File: src/rtl/sfo_pkg.sv
package sfo_pkg;
  // Hardware ceiling on channels and the address width that reaches it
  localparam int unsigned CH_LIMIT  = 15;
  localparam int unsigned ADDR_BITS = 4;

  // Next state of a frame-open flag given one beat of the stream
  function automatic logic frame_next(input logic open, input logic beat,
                                      input logic sof, input logic eof);
    if (!beat) return open;
    if (eof)   return 1'b0;
    if (sof)   return 1'b1;
    return open;
  endfunction
endpackage

File: src/rtl/sfo_chan_select.sv
module sfo_chan_select
  import sfo_pkg::*;
#(
  parameter int NUM_CH = 4,
  parameter int ADDR_W = ADDR_BITS
) (
  input  logic              clk,
  input  logic              rst_n,
  input  logic [ADDR_W-1:0] addr,
  input  logic              dn_beat,
  input  logic              dn_sof,
  input  logic              dn_eof,
  input  logic              up_beat,
  input  logic              up_sof,
  input  logic              up_eof,
  output logic [NUM_CH-1:0] en
);
  logic [NUM_CH-1:0] live;
  logic [NUM_CH-1:0] sel_q;
  logic              dn_open_q, up_open_q;
  logic              hold, start;

  // Live address decode: value i+1 selects channel i
  for (genvar i = 0; i < NUM_CH; i++) begin : g_dec
    assign live[i] = (addr == ADDR_W'(i + 1));
  end

  assign hold  = dn_open_q | up_open_q;
  assign en    = hold ? sel_q : live;
  assign start = (dn_beat & dn_sof & ~dn_eof) | (up_beat & up_sof & ~up_eof);

  always_ff @(posedge clk) begin
    if (!rst_n) begin
      dn_open_q <= 1'b0;
      up_open_q <= 1'b0;
      sel_q     <= '0;
    end else begin
      dn_open_q <= frame_next(dn_open_q, dn_beat, dn_sof, dn_eof);
      up_open_q <= frame_next(up_open_q, up_beat, up_sof, up_eof);
      if (start && !hold) sel_q <= live;
    end
  end

  // an opening downstream beat freezes the enable for the next cycle
  a_r7_open_freezes: assert property (@(posedge clk) disable iff (!rst_n)
    (dn_beat & dn_sof & ~dn_eof) |=> $stable(en));

  // idle link with an out-of-range address enables nothing
  a_r1_range_idle: assert property (@(posedge clk) disable iff (!rst_n)
    (!hold && (addr == '0 || int'(addr) > NUM_CH)) |-> (en == '0));
endmodule

File: src/rtl/sfo_down_fanout.sv
module sfo_down_fanout #(
  parameter int NUM_CH = 4,
  parameter int DATA_W = 8
) (
  input  logic [NUM_CH-1:0]        en,
  input  logic                     src_valid,
  input  logic [DATA_W-1:0]        src_data,
  input  logic                     src_sof,
  input  logic                     src_eof,
  output logic                     src_ready,
  output logic [NUM_CH-1:0]        ch_valid,
  input  logic [NUM_CH-1:0]        ch_ready,
  output logic [NUM_CH*DATA_W-1:0] ch_data,
  output logic [NUM_CH-1:0]        ch_sof,
  output logic [NUM_CH-1:0]        ch_eof
);
  for (genvar i = 0; i < NUM_CH; i++) begin : g_ch
    assign ch_valid[i]                  = en[i] & src_valid;
    assign ch_data[i*DATA_W +: DATA_W]  = src_data;
    assign ch_sof[i]                    = src_sof;
    assign ch_eof[i]                    = src_eof;
  end

  assign src_ready = |(en & ch_ready);
endmodule

File: src/rtl/sfo_up_merge.sv
module sfo_up_merge #(
  parameter int NUM_CH = 4,
  parameter int DATA_W = 8
) (
  input  logic [NUM_CH-1:0]        en,
  input  logic [NUM_CH-1:0]        ch_valid,
  output logic [NUM_CH-1:0]        ch_ready,
  input  logic [NUM_CH*DATA_W-1:0] ch_data,
  input  logic [NUM_CH-1:0]        ch_sof,
  input  logic [NUM_CH-1:0]        ch_eof,
  output logic                     dst_valid,
  input  logic                     dst_ready,
  output logic [DATA_W-1:0]        dst_data,
  output logic                     dst_sof,
  output logic                     dst_eof
);
  for (genvar i = 0; i < NUM_CH; i++) begin : g_rdy
    assign ch_ready[i] = en[i] & dst_ready;
  end

  // AND-OR select: the enable is one-hot or zero, so no priority is needed
  always_comb begin
    dst_data = '0;
    for (int i = 0; i < NUM_CH; i++) begin
      dst_data = dst_data | (ch_data[i*DATA_W +: DATA_W] & {DATA_W{en[i]}});
    end
  end

  assign dst_valid = |(en & ch_valid);
  assign dst_sof   = |(en & ch_sof);
  assign dst_eof   = |(en & ch_eof);
endmodule

File: src/rtl/chan_stream_hub.sv
module chan_stream_hub
  import sfo_pkg::*;
#(
  parameter int NUM_CH = 4,
  parameter int DATA_W = 8,
  parameter int ADDR_W = ADDR_BITS
) (
  input  logic                     clk,
  input  logic                     rst_n,
  input  logic [ADDR_W-1:0]        eng_addr,
  input  logic                     eng_dn_valid,
  output logic                     eng_dn_ready,
  input  logic [DATA_W-1:0]        eng_dn_data,
  input  logic                     eng_dn_sof,
  input  logic                     eng_dn_eof,
  output logic                     eng_up_valid,
  input  logic                     eng_up_ready,
  output logic [DATA_W-1:0]        eng_up_data,
  output logic                     eng_up_sof,
  output logic                     eng_up_eof,
  output logic [NUM_CH-1:0]        ch_en,
  output logic [NUM_CH-1:0]        dn_valid,
  input  logic [NUM_CH-1:0]        dn_ready,
  output logic [NUM_CH*DATA_W-1:0] dn_data,
  output logic [NUM_CH-1:0]        dn_sof,
  output logic [NUM_CH-1:0]        dn_eof,
  input  logic [NUM_CH-1:0]        up_valid,
  output logic [NUM_CH-1:0]        up_ready,
  input  logic [NUM_CH*DATA_W-1:0] up_data,
  input  logic [NUM_CH-1:0]        up_sof,
  input  logic [NUM_CH-1:0]        up_eof
);
  logic dn_beat, up_beat;

  assign dn_beat = eng_dn_valid & eng_dn_ready;
  assign up_beat = eng_up_valid & eng_up_ready;

  sfo_chan_select #(.NUM_CH(NUM_CH), .ADDR_W(ADDR_W)) u_sel (
    .clk     (clk),
    .rst_n   (rst_n),
    .addr    (eng_addr),
    .dn_beat (dn_beat),
    .dn_sof  (eng_dn_sof),
    .dn_eof  (eng_dn_eof),
    .up_beat (up_beat),
    .up_sof  (eng_up_sof),
    .up_eof  (eng_up_eof),
    .en      (ch_en)
  );

  sfo_down_fanout #(.NUM_CH(NUM_CH), .DATA_W(DATA_W)) u_dn (
    .en        (ch_en),
    .src_valid (eng_dn_valid),
    .src_data  (eng_dn_data),
    .src_sof   (eng_dn_sof),
    .src_eof   (eng_dn_eof),
    .src_ready (eng_dn_ready),
    .ch_valid  (dn_valid),
    .ch_ready  (dn_ready),
    .ch_data   (dn_data),
    .ch_sof    (dn_sof),
    .ch_eof    (dn_eof)
  );

  sfo_up_merge #(.NUM_CH(NUM_CH), .DATA_W(DATA_W)) u_up (
    .en        (ch_en),
    .ch_valid  (up_valid),
    .ch_ready  (up_ready),
    .ch_data   (up_data),
    .ch_sof    (up_sof),
    .ch_eof    (up_eof),
    .dst_valid (eng_up_valid),
    .dst_ready (eng_up_ready),
    .dst_data  (eng_up_data),
    .dst_sof   (eng_up_sof),
    .dst_eof   (eng_up_eof)
  );

  // never more than one channel enabled
  a_r1_en_onehot: assert property (@(posedge clk) disable iff (!rst_n)
    $onehot0(ch_en));

  // at most one channel sees a downstream byte, and only when offered
  a_r2_dn_single: assert property (@(posedge clk) disable iff (!rst_n)
    $onehot0(dn_valid) && (!(|dn_valid) || eng_dn_valid));

  // ready toward the engine implies a selected channel
  a_r3_ready_needs_sel: assert property (@(posedge clk) disable iff (!rst_n)
    eng_dn_ready |-> (ch_en != '0));

  // upstream valid implies a selected channel
  a_r4_valid_needs_sel: assert property (@(posedge clk) disable iff (!rst_n)
    eng_up_valid |-> (ch_en != '0));

  // a channel is given ready only when the engine is ready
  a_r5_up_ready_gated: assert property (@(posedge clk) disable iff (!rst_n)
    (|up_ready) |-> (eng_up_ready && $onehot(up_ready)));
endmodule

File: config.mk
export PLATFORM = sky130hd
export DESIGN_NAME = chan_stream_hub
export DESIGN_NICKNAME = d
export VERILOG_FILES = /design/src/rtl/sfo_pkg.sv /design/src/rtl/sfo_chan_select.sv /design/src/rtl/sfo_down_fanout.sv /design/src/rtl/sfo_up_merge.sv /design/src/rtl/chan_stream_hub.sv
export SDC_FILE = /design/constraint.sdc
export NUM_CORES = 1
export LEC_CHECK = 0
export BUFFER_PORTS_ARGS = -buffer_cell sky130_fd_sc_hd__buf_2
export CAP_MARGIN = 20
export CORE_MARGIN = 5
export CORE_UTILIZATION = 35
export CTS_CLUSTER_DIAMETER = 200
export DETAILED_ROUTE_END_ITERATION = 16
export PLACE_DENSITY = 0.84
export RECOVER_POWER = 25
export REMOVE_ABC_BUFFERS = 1
export SLEW_MARGIN = 20
export SYNTH_ARGS = -nofsm -noshare
export SYNTH_HDL_FRONTEND = slang
export SYNTH_SLANG_ARGS = --single-unit
export TNS_END_PERCENT = 50
File: constraint.sdc
create_clock -name clk -period 3 [get_ports clk]
set_input_delay 0.75 -clock clk [delete_from_list [all_inputs] [get_ports clk]]
set_output_delay 0.75 -clock clk [all_outputs]
set_load 0.03 [all_outputs]
## Yosys cells after proc, flatten, opt, wreduce, memory -nomap -nowiden

Cells that the tools add are included.

| word-level totals | value |
|---|---|
| input port bits | 66 |
| flip-flop bits (word level) | 6 |

| operators by class | value |
|---|---|
| muxes and demuxes | 31 |
| eq/ne operators | 4 |
| bitwise operators | 29 |
| reductions and logical operators | 8 |

Operators by type and width:

| operator | number |
|---|---|
| bitwise AND 8 bit | 4 |
| two-way mux 1 bit | 30 |
| OR 8 bit | 3 |
| bitwise AND 4 bit | 4 |
| OR reduction 4 bit | 4 |
| bitwise AND 1 bit | 14 |
| equality test 4 x 2 -> 1 bit (second input constant) | 2 |
| nonzero test 3 bit | 2 |
| equality test 4 x 1 -> 1 bit (second input constant) | 1 |
| equality test 4 x 3 -> 1 bit (second input constant) | 1 |
| two-way mux 4 bit | 1 |
| inverter 1 bit | 2 |
| OR 1 bit | 2 |
| logical AND 1 bit | 1 |
| logical NOT 1 bit | 1 |

## Depth between registers and ports, before layout

| depth | value |
|---|---|
| depth after elaboration | 15 |
| mapped depth | 7 |
| gate-level depth less buffers | 6 |

## Modules after synthesis

Synthesis repeated with hierarchy kept, for this count alone.

| unflattened totals | value |
|---|---|
| cells, all modules | 133 |
| area, all modules | 1083.5 um^2 |

Modules (own cells, without submodules):

| module | instances | cells each | area an instance (um^2) |
|---|---|---|---|
| sfo_up_merge | 1 | 41 | 367.9 |
| sfo_chan_select | 1 | 43 | 359.1 |
| sfo_down_fanout | 1 | 47 | 344.1 |
| chan_stream_hub | 1 | 2 | 12.5 |

## Worst setup path before layout

No wires, ideal clock.

| timing | value |
|---|---|
| path type | input port to output port |
| start point | input eng_addr[1] |
| end point | output eng_up_data[0] |
| buffers on the path | 2 |
| slack | 0.116 ns |
| stages | 7 |
| arrival time | 2.134 ns |
| data required time | 2.250 ns |
| path through | buf_6 -> nor4b_2 -> and2_4 -> a21o_1 -> buf_2 -> a222oi_1 -> nand2_1 |

| on the way | value |
|---|---|
| cells in the longest elaborated chain, start to end | 6 |

Ends and longest elaborated chain:

| element | RTL line | RTL |
|---|---|---|
| start: declaration | chan_stream_hub.sv:10 | `input logic [ADDR_W-1:0] eng_addr,` |
| equality test 4 x 2 -> 1 bit | sfo_chan_select.sv:25 | `assign live[i] = (addr == ADDR_W'(i + 1));` |
| two-way mux 4 bit | sfo_chan_select.sv:29 | `assign en = hold ? sel_q : live;` |
| named net ch_en[1] | chan_stream_hub.sv:21 | `output logic [NUM_CH-1:0] ch_en,` |
| bitwise AND 8 bit | sfo_up_merge.sv:25 | `dst_data = dst_data \| (ch_data[i*DATA_W +: DATA_W] & {DATA_W{en[i]}});` |
| OR 8 bit (3 in series) | sfo_up_merge.sv:25 |  |
| end: declaration | chan_stream_hub.sv:18 | `output logic [DATA_W-1:0] eng_up_data,` |

The timed path passes the listed nets, and every way through them passes these cells.

## Worst setup path in the final report

| timing | value |
|---|---|
| start point | input eng_addr[1] |
| end point | output eng_dn_ready |

| on the way | value |
|---|---|
| cells in the longest elaborated chain, start to end | 4 |

Ends and longest elaborated chain:

| element | RTL line | RTL |
|---|---|---|
| equality test 4 x 1 -> 1 bit (tied with other cells) | sfo_chan_select.sv:25 |  |
| two-way mux 4 bit * | sfo_chan_select.sv:29 |  |
| bitwise AND 4 bit * | sfo_down_fanout.sv:24 | `assign src_ready = \|(en & ch_ready);` |
| OR reduction 4 bit * | sfo_down_fanout.sv:24 |  |
| end: declaration | chan_stream_hub.sv:12 | `output logic eng_dn_ready,` |

Mark *: on every way between the ends. The rest lies on a longest branch, timed or not.

==> run metrics <==
synthesized cell area around 1200 µm²; top cell type's share of synthesized area around 26%; Synth Flop Type dfxtp_1; Inserted Clock Buffers 3; # hold bufs at CTS 0; WL final about 4300 µm; routed via count around 1.4k; Vias per Instance approximately 5.5; Seq pwr share ~25%; Clk pwr share around a quarter; switch share around two fifths; Synth area leader buf_4; Final setup viols 0; status completed; antenna violations before repair 0; #FFs+latches synth 6; DR WL/cell roughly 17 µm; post-place setup slack between 0.008 and 0.009 ns; clk slew on worst S/H paths about 0.040 ns; DP HPWL roughly 3400 µm; Chip Height about 70 µm; maximum VDD drop around 0.00019 V; Reg2Reg Setup Slack a little under 1 ns; Clock Root Buffer clkbuf_4; Top-Level Pins 130; Max-cap violations 0; Comb pwr share 50.2%; Netlist cell types 39; Syn Inst Count roughly 150; Final Total Pwr ~320 µW; number of global-route vias before repair between 1k and 1.5k; PwrDens 225 nW/µm²; Sink Count 6; fin crit share a little over nine tenths; crit path time final 2.93 ns; final hold vios 0; share of post-route cells with drive strength above 1 between 50% and 60%; Antenna diodes 0; critical path class input pin to output pin; clk_lat worst skew 0.26 ns; top cells by area, synth buf_4 26%, dfxtp_1 10%, a222oi_1 8.3%, nand2_1 8.1%, mux2i_1 5.8%; crit path launch type input pin; Final ANT Viol Nets 0; number of port buffers between 80 and 90; mean post-synth cell area 7.88 µm²; CTS tree built; Initial Utilization 36.1%; number of DRC markers in iteration 0 a little over 90; CP Capture Type output pin; Worst Slack Setup Final ~0.067 ns; Die Area about 4700 µm²; Layout Nets approximately 270; fmax 341 MHz; HP Class flip-flop to flip-flop; All-Layer GR Usage approximately 17%; WP data required approximately 2.3 ns; largest net degree at the start of global routing 13; # rows 21; sequential fraction of the synthesis area around 10%; CP arrival roughly 2.2 ns; Net Sw Power 131 µW; Die Wd just under 70 µm; area delta synth->final 18.7%; H-Tree Depth 1; Max-slew headroom roughly 68%; Async S/R FF share, synth 0%; worst-path fanout max 12; unrepaired setup endpoints after global routing no; Clock Tree Buf Depth 2; WHS between 0.5 and 0.6 ns; most frequent cells in the layout 89 x buf_2, 26 x nand2_1, 10 x a222oi_1; Cell Int Power approximately 190 µW; global-route wire length before repair 6200 µm; clock skew between 0.003 and 0.004 ns; number of synthesized flops with an enable pin 0; core box area ~3300 µm²; Yosys Warn Count 0; GPL Wtd Cong 0.872; P_leak slightly below 0.8 nW; residual DRC count 0; Worst-Margin Slew 0.473 ns; gr ovfl total 0; First-pass DRT Iterations 5; most common cell after layout, fill and taps aside buf_2; Slew Viols, Final 0
==> synth_stat cells (all sizes together) (2+ instances only) <==
cell type / instances
nand2: 26
and3: 3
nor2: 3
a221o: 2
nor3: 4
and2: 10
o21ai: 2
a222oi: 10
mux2i: 7
or3b: 2
a22oi: 6
nor4b: 2
a21oi: 3
nand3: 4
dfxtp: 6
a21o: 2
buf: 47
inv: 3
==> power by group through the flow <==
stage	Combinational [mW]	Clock, mW	Sequential, mW
detailed placement	0.160	0	0.0825
global placement	0.158	0	0.0825
finish	0.162	0.0794	0.0810
floorplan	0.0687	0	0.0823
global route	0.174	0.0844	0.0809
CTS	0.161	0.0809	0.0809
==> logic make-up (layout without fill, tap and decap cells) <==
family	Yosys count	in the layout	share of synthesized area, %
buf+inv	51	101	30.2
compound gates	31	31	26.0
flops	6	6	9.97
simple gates	57	57	26.8
mux	8	8	7.06
==> final timing paths <==
check / endpoint / cells past startpoint / startpoint
hold reg to reg: u_sel.sel_q[3]$_SDFFE_PN0P_ / 2 / u_sel.sel_q[3]$_SDFFE_PN0P_
setup / recovery: eng_dn_ready / 6 / eng_addr[1]
hold / removal: u_sel.sel_q[3]$_SDFFE_PN0P_ / 2 / u_sel.sel_q[3]$_SDFFE_PN0P_
setup reg to reg: u_sel.sel_q[0]$_SDFFE_PN0P_ / 6 / u_sel.up_open_q$_SDFFE_PN0P_
==> worst max-delay path, stage by stage <==
cell and delay, ns:
buf_2 0.16, nor4b_2 0.38, and2_1 0.27, a21o_4 0.20
a221o_4 0.22, buf_2 0.21
==> flip-flops by register name (all words and copies together), names as in the netlist <==
signal / flops
u_sel.sel_q: 4
u_sel.up_open_q: 1
u_sel.dn_open_q: 1
==> metrics by stage <==
| step | cell area, µm² | std cells | util (%) | setup TNS (ns) |
|---|---|---|---|---|
| after CTS | 1420 | 249 | 42.6 | 0 |
| after global routing | 1430 | 249 | 42.9 | 0 |
| final | 1430 | 249 | 42.9 | 0 |
| after global placement | 1400 | 246 | 42.0 | 0 |
| after detailed placement | 1400 | 246 | 42.0 | 0 |
| after floorplan | 852 | 105 | - | -5.80 |
==> metal layers <==
metal  GRT usage [%]  share of wire, %  wire (µm)
met1            17.3                34       1460
met2            31.8                47       2040
met3            8.27                18        765
met4            4.47               1.5         65
met5            5.00                 0          0
==> final cells by class <==
type / count / area [µm²]
Sequential cell: 6 / 120
Clock buffer: 3 / 22.5
Multi-Input combinational cell: 96 / 728
Inverter: 3 / 11.3
Fill cell: 372 / 1910
Tap cell: 46 / 57.6
Timing Repair Buffer: 95 / 490
==> timing repair <==
action                                  4_1_cts  5_1_grt
setup buffers                                 0        0
resized for setup                             0        2
endpoints found under the setup margin        0       10
No activity file was read; power rests on OpenSTA's default activity.
